File: config.mk
export PLATFORM = sky130hd
export DESIGN_NAME = ptp_event_classifier
export DESIGN_NICKNAME = d
export VERILOG_FILES = /design/src/rtl/ptp_cls_pkg.sv /design/src/rtl/ptp_hdr_parser.sv /design/src/rtl/ptp_msg_matcher.sv /design/src/rtl/ptp_evt_strobe.sv /design/src/rtl/ptp_event_classifier.sv
export SDC_FILE = /design/constraint.sdc
export NUM_CORES = 1
export LEC_CHECK = 0
export CAP_MARGIN = 20
export CORE_MARGIN = 8
export CORE_UTILIZATION = 60
export CTS_CLUSTER_DIAMETER = 100
export CTS_CLUSTER_SIZE = 20
export DETAILED_ROUTE_END_ITERATION = 12
export GPL_TIMING_DRIVEN = 0
export PLACE_DENSITY = 0.79
export SLEW_MARGIN = 15
export SYNTH_ARGS = -nofsm -noshare
export SYNTH_HDL_FRONTEND = slang
export SYNTH_SLANG_ARGS = --single-unit
export TNS_END_PERCENT = 20
File: constraint.sdc
create_clock -name clk -period 4.8 [get_ports clk]
set_clock_uncertainty 0.05 [all_clocks]
set_input_delay 0.96 -clock clk [delete_from_list [all_inputs] [get_ports clk]]
set_output_delay 0.96 -clock clk [all_outputs]
set_load 0.01 [all_outputs]
File: src/rtl/ptp_cls_pkg.sv
package ptp_cls_pkg;

  typedef enum logic [1:0] {
    FILT_OFF    = 2'd0,
    FILT_V1_UDP = 2'd1,
    FILT_V2_EVT = 2'd2,
    FILT_ALL    = 2'd3
  } filt_mode_e;

  localparam logic [15:0] ETYPE_PTP    = 16'h88F7;
  localparam logic [15:0] ETYPE_IPV4   = 16'h0800;
  localparam logic [7:0]  IPPROTO_UDP_C = 8'd17;
  localparam logic [15:0] PTP_EVT_PORT = 16'd319;
  localparam int          ETH_HDR_LEN  = 14;
  localparam int          UDP_HDR_LEN  = 8;
  localparam int          IP_PROTO_OFS = 9;

endpackage

File: src/rtl/ptp_hdr_parser.sv
module ptp_hdr_parser
  import ptp_cls_pkg::*;
#(
  parameter int POS_W = 8
) (
  input  logic             clk,
  input  logic             rst,
  input  logic             in_valid,
  input  logic             in_sof,
  input  logic [7:0]       in_data,
  input  logic             cfg_src_chk,
  output logic             sof_byte_o,
  output logic             ptp_vld_o,
  output logic [POS_W-1:0] ptp_ofs_o,
  output logic             is_l2_o,
  output logic             is_l4_o
);

  localparam logic [POS_W-1:0] POS_MAX   = {POS_W{1'b1}};
  localparam logic [POS_W-1:0] P_ETH_HI  = POS_W'(12);
  localparam logic [POS_W-1:0] P_ETH_LO  = POS_W'(13);
  localparam logic [POS_W-1:0] P_PAYLOAD = POS_W'(ETH_HDR_LEN);
  localparam logic [POS_W-1:0] P_PROTO   = POS_W'(ETH_HDR_LEN + IP_PROTO_OFS);

  logic [POS_W-1:0] pos_q, pos_cur;
  logic             in_frame_q, frame_act, take;
  logic [15:0]      etype_q, src_q, dst_q;
  logic [3:0]       ipver_q, ihl_q;
  logic [7:0]       proto_q;
  logic [POS_W-1:0] udp_base, ptp_start;
  logic             l2_frame, l4_frame;

  assign pos_cur   = in_sof ? '0 : pos_q;
  assign frame_act = in_sof | in_frame_q;
  assign take      = in_valid & frame_act;

  assign udp_base  = P_PAYLOAD + POS_W'({ihl_q, 2'b00});
  assign ptp_start = udp_base + POS_W'(UDP_HDR_LEN);

  // byte position within the frame, advancing only on accepted bytes
  always_ff @(posedge clk) begin
    if (rst) begin
      pos_q      <= '0;
      in_frame_q <= 1'b0;
    end else if (in_valid) begin
      if (in_sof) in_frame_q <= 1'b1;
      if (frame_act) pos_q <= (pos_cur == POS_MAX) ? pos_cur : pos_cur + 1'b1;
    end
  end

  // header field capture
  always_ff @(posedge clk) begin
    if (rst) begin
      etype_q <= '0;
      ipver_q <= '0;
      ihl_q   <= '0;
      proto_q <= '0;
      src_q   <= '0;
      dst_q   <= '0;
    end else if (take) begin
      if (in_sof) begin
        etype_q <= '0;
        ipver_q <= '0;
        ihl_q   <= '0;
        proto_q <= '0;
        src_q   <= '0;
        dst_q   <= '0;
      end else begin
        if (pos_cur == P_ETH_HI)  etype_q[15:8] <= in_data;
        if (pos_cur == P_ETH_LO)  etype_q[7:0]  <= in_data;
        if (pos_cur == P_PAYLOAD) begin
          ipver_q <= in_data[7:4];
          ihl_q   <= in_data[3:0];
        end
        if (pos_cur == P_PROTO)   proto_q <= in_data;
        if (pos_cur > P_PROTO) begin
          if (pos_cur == udp_base)          src_q[15:8] <= in_data;
          if (pos_cur == udp_base + 1'b1)   src_q[7:0]  <= in_data;
          if (pos_cur == udp_base + 2'd2)   dst_q[15:8] <= in_data;
          if (pos_cur == udp_base + 2'd3)   dst_q[7:0]  <= in_data;
        end
      end
    end
  end

  assign l2_frame = (etype_q == ETYPE_PTP);
  assign l4_frame = (etype_q == ETYPE_IPV4) && (ipver_q == 4'd4) && (ihl_q >= 4'd5) &&
                    (proto_q == IPPROTO_UDP_C) && (dst_q == PTP_EVT_PORT) &&
                    (!cfg_src_chk || (src_q == PTP_EVT_PORT));

  always_comb begin
    ptp_vld_o = 1'b0;
    ptp_ofs_o = '0;
    is_l2_o   = 1'b0;
    is_l4_o   = 1'b0;
    if (take && !in_sof) begin
      if (l2_frame && pos_cur >= P_PAYLOAD) begin
        ptp_vld_o = 1'b1;
        ptp_ofs_o = pos_cur - P_PAYLOAD;
        is_l2_o   = 1'b1;
      end else if (l4_frame && pos_cur >= ptp_start) begin
        ptp_vld_o = 1'b1;
        ptp_ofs_o = pos_cur - ptp_start;
        is_l4_o   = 1'b1;
      end
    end
  end

  assign sof_byte_o = in_valid & in_sof;

endmodule

File: src/rtl/ptp_msg_matcher.sv
module ptp_msg_matcher
  import ptp_cls_pkg::*;
#(
  parameter int POS_W       = 8,
  parameter int V1_CTRL_OFS = 32
) (
  input  logic             clk,
  input  logic             rst,
  input  filt_mode_e       mode,
  input  logic             v1_dreq,
  input  logic             l2_en,
  input  logic             l4_en,
  input  logic             sof_byte,
  input  logic             ptp_vld,
  input  logic [POS_W-1:0] ptp_ofs,
  input  logic             is_l2,
  input  logic             is_l4,
  input  logic [7:0]       in_data,
  output logic             hit
);

  localparam logic [POS_W-1:0] OFS_TYPE = POS_W'(0);
  localparam logic [POS_W-1:0] OFS_VER  = POS_W'(1);
  localparam logic [POS_W-1:0] OFS_CTRL = POS_W'(V1_CTRL_OFS);
  localparam logic [3:0]       V2_NUM   = 4'd2;
  localparam logic [3:0]       V1_NUM   = 4'd1;
  localparam logic [3:0]       EVT_LIM  = 4'd4;

  logic [3:0] msg_q, pver_q;
  logic       path_ok;

  always_ff @(posedge clk) begin
    if (rst || sof_byte) begin
      msg_q  <= '1;
      pver_q <= '0;
    end else if (ptp_vld) begin
      if (ptp_ofs == OFS_TYPE) msg_q  <= in_data[3:0];
      if (ptp_ofs == OFS_VER)  pver_q <= in_data[3:0];
    end
  end

  assign path_ok = (is_l2 && l2_en) || (is_l4 && l4_en);

  always_comb begin
    hit = 1'b0;
    unique case (mode)
      FILT_ALL:    hit = sof_byte;
      FILT_V2_EVT: hit = ptp_vld && path_ok && (ptp_ofs == OFS_VER) &&
                         (in_data[3:0] == V2_NUM) && (msg_q < EVT_LIM);
      FILT_V1_UDP: hit = ptp_vld && is_l4 && l4_en && (ptp_ofs == OFS_CTRL) &&
                         (pver_q == V1_NUM) && (in_data == {7'b0, v1_dreq});
      default:     hit = 1'b0;
    endcase
  end

  assert_v1_udp_only_R9: assert property (@(posedge clk) disable iff (rst)
    (hit && mode == FILT_V1_UDP) |-> (is_l4 && l4_en));

endmodule

File: src/rtl/ptp_evt_strobe.sv
module ptp_evt_strobe (
  input  logic clk,
  input  logic rst,
  input  logic sof_byte,
  input  logic hit,
  output logic ev_o
);

  logic fired_q, ev_q, armed;

  assign armed = sof_byte | ~fired_q;

  always_ff @(posedge clk) begin
    if (rst) begin
      fired_q <= 1'b0;
      ev_q    <= 1'b0;
    end else begin
      ev_q    <= hit & armed;
      fired_q <= sof_byte ? hit : (fired_q | hit);
    end
  end

  assign ev_o = ev_q;

  assert_once_per_frame_R10: assert property (@(posedge clk) disable iff (rst)
    ev_q |=> (!ev_q || $past(sof_byte)));

endmodule

File: src/rtl/ptp_event_classifier.sv
module ptp_event_classifier
  import ptp_cls_pkg::*;
#(
  parameter int POS_W       = 8,
  parameter int V1_CTRL_OFS = 32
) (
  input  logic       clk,
  input  logic       rst,
  input  logic       in_valid,
  input  logic       in_sof,
  input  logic [7:0] in_data,
  input  logic [1:0] cfg_mode,
  input  logic       cfg_v1_dreq,
  input  logic       cfg_l2_en,
  input  logic       cfg_l4_en,
  input  logic       cfg_src_chk,
  output logic       ts_event
);

  logic             sof_byte, ptp_vld, is_l2, is_l4, hit;
  logic [POS_W-1:0] ptp_ofs;

  ptp_hdr_parser #(.POS_W(POS_W)) u_parser (
    .clk(clk), .rst(rst), .in_valid(in_valid), .in_sof(in_sof), .in_data(in_data),
    .cfg_src_chk(cfg_src_chk), .sof_byte_o(sof_byte), .ptp_vld_o(ptp_vld),
    .ptp_ofs_o(ptp_ofs), .is_l2_o(is_l2), .is_l4_o(is_l4)
  );

  ptp_msg_matcher #(.POS_W(POS_W), .V1_CTRL_OFS(V1_CTRL_OFS)) u_match (
    .clk(clk), .rst(rst), .mode(filt_mode_e'(cfg_mode)), .v1_dreq(cfg_v1_dreq),
    .l2_en(cfg_l2_en), .l4_en(cfg_l4_en), .sof_byte(sof_byte), .ptp_vld(ptp_vld),
    .ptp_ofs(ptp_ofs), .is_l2(is_l2), .is_l4(is_l4), .in_data(in_data), .hit(hit)
  );

  ptp_evt_strobe u_strobe (
    .clk(clk), .rst(rst), .sof_byte(sof_byte), .hit(hit), .ev_o(ts_event)
  );

  assert_off_quiet_R2: assert property (@(posedge clk) disable iff (rst)
    ts_event |-> ($past(cfg_mode) != 2'd0));

  assert_all_sof_R3: assert property (@(posedge clk) disable iff (rst)
    (in_valid && in_sof && cfg_mode == 2'd3) |=> ts_event);

  assert_byte_cause_R10: assert property (@(posedge clk) disable iff (rst)
    ts_event |-> $past(in_valid));

endmodule

# Yosys cells after proc, flatten, opt, wreduce, memory -nomap -nowiden
# Cells that the tools add are included.
[op_classes] muxes=31 n_reduce_logical=46 bitwise_logic=7 eq_ne=23 magnitude_cmp=5 addsub=8
[op_table] op="$mux 8" count=13
[op_table] op="$mux 16" count=5
[op_table] op="$eq 16x9->1 const B" count=2
[op_table] op="$eq 8x8->1" count=4
[op_table] op="$eq 8x4->1 const B" count=3
[op_table] op="$logic_and 1x1->1" count=19
[op_table] op="$reduce_bool 2->1" count=9
[op_table] op="$add 8x1->8 const B" count=2
[op_table] op="$add 8x2->8 const B" count=2
[op_table] op="$eq 16x12->1 const B" count=1
[op_table] op="$eq 16x16->1 const B" count=1
[op_table] op="$eq 8x5->1 const B" count=2
[op_table] op="$mux 4" count=4
[op_table] op="$reduce_and 2->1" count=8
[op_table] op="$reduce_and 3->1" count=4
[op_table] op="$add 8x4->8 const B" count=1
[op_table] op="$eq 8x1->1" count=1
[op_table] op="$eq 8x1->1 const B" count=1
[op_table] op="$eq 8x6->1 const B" count=1
[op_table] op="$eq 8x8->1 const B" count=1
[op_table] op="$ge 8x4->1 const B" count=1
[op_table] op="$ge 8x8->1" count=1
[op_table] op="$gt 8x5->1 const B" count=1
[op_table] op="$logic_not 8->1" count=1
[op_table] op="17 further kinds" count=32
[word_totals] reg_bits=83

# Logic depth before layout (Yosys ltp)
[logic_depth] depth_word=19 ltp_mapped=13 mapped_depth_nobuf=13

# Hierarchy
# A second synthesis with hierarchy kept.
[unflattened] hier_cells=590 hier_area_um2=4599.4
[by_module_without_submodules] module="ptp_hdr_parser" n_inst=1 cells_each=542 area_per_inst_um2=4135.2 seq_area_each_um2=1461.4
[by_module_without_submodules] module="ptp_msg_matcher" n_inst=1 cells_each=42 area_per_inst_um2=389.1 seq_area_each_um2=120.1
[by_module_without_submodules] module="ptp_evt_strobe" n_inst=1 cells_each=6 area_per_inst_um2=75.1 seq_area_each_um2=40.0

# Worst setup path after synthesis
# No wires, ideal clock.
[synth_timing] path_type="in2reg" from="in in_sof" to="reg u_match.pver_q[0]" n_path_buf=2 stages=12 arrival_ns=3.711 path_slack_ns=0.922 setup_time_ns=0.117 cell_sequence="buf_2 > clkbuf_1 > nand2b_1 > inv_1 > ha_1 > and4b_1 > or3_1 > a222oi_1 > nand4_1 > a221oi_4 > mux2i_1 > nor2_1"
[synth_via] elab_chain_len=8
[synth_lines] item="start, declared" line_no="ptp_event_classifier.sv:10" text="input logic in_sof,"
[synth_lines] item="$mux 8" line_no="ptp_hdr_parser.sv:33" text="assign pos_cur = in_sof ? '0 : pos_q;"
[synth_lines] item="$ge 8x8->1" line_no="ptp_hdr_parser.sv:101" text="end else if (l4_frame && pos_cur >= ptp_start) begin"
[synth_lines] item="$logic_and 1x1->1" line_no="ptp_hdr_parser.sv:101"
[synth_lines] item="$mux 8" line_no="ptp_hdr_parser.sv:101"
[synth_lines] item="$mux 8" line_no="ptp_hdr_parser.sv:97" text="if (l2_frame && pos_cur >= P_PAYLOAD) begin"
[synth_lines] item="$mux 8" line_no="ptp_hdr_parser.sv:96" text="if (take && !in_sof) begin"
[synth_lines] item="$eq 8x1->1" line_no="ptp_msg_matcher.sv:38" text="if (ptp_ofs == OFS_VER) pver_q <= in_data[3:0];"
[synth_lines] item="$reduce_and 2->1 (no line)"
[synth_lines] item="end signal, assigned" line_no="ptp_msg_matcher.sv:38"
[synth_lines] item="end, declared" line_no="ptp_msg_matcher.sv:29" text="logic [3:0] msg_q, pver_q;"
# Parallel ways exist; a longest one is shown, timed or not.
# A chain may end at the register's enable or synchronous reset.

# Worst setup path after layout
[layout_timing] from="in in_sof" to="reg u_match.pver_q[1]"
# Same word-level chain as after synthesis.

==> metrics.csv <==
metric;value;unit
rows;32;
avgViaCountPerCell;6.41;
synth.avg_cell_area;7.77;sq um
grt_pass1_wl;21.9;mm
antenna_found_initial;0;
htreeDepth;3;
outcome;completed;
postSynth.asyncResetShare;0;%
power;1.39;mW
dpl.cell_count;715;
ys.flop_type;dfxtp_1;
core_area;7610;sq um
holdCritPathClass;flip-flop to flip-flop;
finalSetupViolCount;0;
track_usage;24.3;%
r2r_slack;530;ps
first_global_vias;4378;
cp_max_fo;10;
post-route-period-util;95.5;%
crit_arrival;4780;ps
rsz0062_at_grt;false;
antenna_cells;0;
synth_area;4630;sq um
cts_tree;yes;
drt_wl_total;13.3;mm
ys_ff_latch;81;
synth_cells;596;
cts_buffer_depth;2;
numCtsBuffers;9;
cp.required;4990;ps
met3_usage;5.27;%
reg2reg_from;u_parser.ihl_q[0]$_SDFFE_PP0P_;
hold_buffers;0;
drtIter0Drc;541;
powerDensity;269;nW/um^2
wl_per_cell;18.2;um
cts_resized;0;
start_kind;primary input;
syn_to_final_growth;11.6;%
die-area;10800;sq um
synth_nets;631;
dp_hpwl;9.78;mm
hold_end;u_parser.src_q[9]$_SDFFE_PP0P_;
maxCapViolCount;0;
root_buffer;clkbuf_8;
crit_path_end_kind;flip-flop;
die_x;104;um
synth_edf_count;0;
grt.busiest_layer;met2;
timing.rr.end;u_match.pver_q[1]$_SDFFE_PP0P_;
num_vias;4682;
grt.overflow.total;0;
die_y;104;um
numClockSinks;81;
start_util;60.9;%
min_period;4590;ps
worst_pin_slew;940;ps
nets;659;
portBuffers;17;
ir_drop;0.194;mV
use_met1;31.7;%
hold_violations;0;
critPathKind;primary input to flip-flop;
seq_area;1620;sq um
rr_worst_depth;12;
multi_input_area;2850;sq um
drive_above_1_share;4.46;%
fin_cells;730;
yosysWarnings;0;
firstDrtPassIters;6;
max_freq;218;MHz
hold_depth;2;
pin_count;19;
nFillCells;666;
postCtsSetupRepairBufs;0;
gp_congestion;0.966;
gr-usage-met2;39.1;%
drt.antenna.violating_nets;0;
grt_start_max_net_pins;14;
clkTransAtPathRegs;80;ps
yosysUniqueCellTypes;63;
finalSetupTns;0;ps
slew_headroom;36.8;%
insertion_delay;350;ps
drcViolationCount;0;
leakagePower;1.74;nW
hp-start;u_parser.src_q[9]$_SDFFE_PP0P_;
slew_viol_final;0;
yosysSeqAreaShare;35.0;%
synth_stat cells, drive strengths merged, types with 4 or more instances:
master	count	area, sq um
a21oi	55	275
nand3	19	95.1
xnor2	12	105
clkbuf	28	105
ha	16	200
nor4	18	119
and3	4	25.0
nor4b	8	76.3
and4	7	61.3
nand4	17	106
a31oi	27	169
nor2	75	282
nand2b	13	81.3
nor3	8	40.0
nor2b	17	106
buf	4	20.0
dfxtp	81	1620
xor2	5	43.8
nand2	66	248
mux2i	10	100
inv	12	45.0
o21ai	41	205
worst max-delay path by stage:
| stage | startpoint | to | depth (start not counted) |
|---|---|---|---|
| 6_report | in_sof | u_match.pver_q[1]$_SDFFE_PP0P_ | 13 |
| 4_1_cts | in_sof | u_match.pver_q[1]$_SDFFE_PP0P_ | 13 |
| 5_1_grt | in_sof | u_match.pver_q[3]$_SDFFE_PP0P_ | 13 |
| 3_5_place_dp | in_sof | u_match.pver_q[1]$_SDFFE_PP0P_ | 13 |
| 3_3_place_gp | in_sof | u_match.pver_q[0]$_SDFFE_PP0P_ | 13 |
| 2_1_floorplan | in_sof | u_match.pver_q[0]$_SDFFE_PP0P_ | 12 |
metrics by stage:
stage          cell area, sq um  util (%)  setup WS [ps]  hold slack, ps
2_1_floorplan              4630         -            922             383
3_3_place_gp               4930      64.8          -7.88             396
3_5_place_dp               4930      64.8           -100             406
4_1_cts                    5160      67.9            258             427
5_1_grt                    5170      67.9           25.1             454
6_report                   5170      67.9            214             429
flip-flops by register name (all words and copies together) (netlist names):
| register | flops |
|---|---|
| u_parser.etype_q | 16 |
| u_parser.ipver_q | 4 |
| u_match.pver_q | 4 |
| u_parser.dst_q | 16 |
| u_parser.in_frame_q | 1 |
| u_parser.ihl_q | 4 |
| u_parser.src_q | 16 |
| u_match.msg_q | 2 |
| u_strobe.ev_o | 1 |
| u_parser.proto_q | 8 |
| u_parser.pos_q | 8 |
| u_strobe.fired_q | 1 |
final cells by class:
class,instances,area share [%]
Sequential cell,81,31.4
Buffer,32,2.42
Clock buffer,10,2.47
Multi-Input combinational cell,471,55.1
Inverter,12,0.871
Timing Repair Buffer,17,3.29
Clock inverter,5,2.01
Tap cell,102,2.47
layer usage:
layer	share of wire [%]	wire [um]
met5	0	0
met4	2.4	314
met3	9.0	1190
met2	45	6030
met1	43	5750
placed cells by master, fill, tap and decap left out, types with 3 or more instances in the layout:
master / Yosys / routed
o21ai_0: 40 / 40
nand2b_1: 13 / 13
a31oi_1: 27 / 27
and3_1: 4 / 4
or4_1: 3 / 3
nor4b_1: 7 / 7
xor2_1: 5 / 5
nor2_1: 75 / 75
clkbuf_1: 28 / 29
or3_1: 3 / 3
nor2b_1: 17 / 17
nor3_1: 8 / 8
nand2_1: 66 / 66
clkdlybuf4s50_1: 0 / 17
buf_2: 4 / 4
clkbuf_8: 0 / 9
inv_1: 12 / 12
xnor2_1: 12 / 12
ha_1: 16 / 16
a211o_1: 3 / 3
nand3_1: 19 / 19
bufinv_16: 0 / 3
dfxtp_1: 81 / 81
and4_1: 7 / 7
mux2i_1: 10 / 10
nor4bb_1: 3 / 3
a21o_1: 3 / 3
nand4_1: 17 / 17
nor4_1: 17 / 16
a21oi_1: 55 / 55
power by group:
| part | internal (mW) | switching, mW |
|---|---|---|
| Sequential | 0.678 | 0.00604 |
| Clock | 0.344 | 0.244 |
| Combinational | 0.0393 | 0.0800 |
| Total | 1.06 | 0.330 |
critical path: stages:
cell             delay (ps)
clkdlybuf4s50_1         480
buf_2                   210
clkbuf_1                380
nand2b_1                190
inv_1                   130
ha_1                    390
and4b_1                 230
or3_1                   380
a222oi_1                410
nand4_1                 240
a221oi_4                470
mux2i_1                 250
nor2_1                   60
logic make-up (layout without fill, tap and decap cells):
group,after synthesis,in the layout,share of synthesized area [%]
adders and majority gates,17,17,4.75
buffers and inverters,44,76,3.67
DFF,81,81,35.0
and+or+nand+nor,273,273,30.6
xor gates and xnor gates,18,18,3.73
muxes,10,10,2.16
AOI/OAI and AO/OA,153,153,20.1
Power figures use the tool's default switching activity.
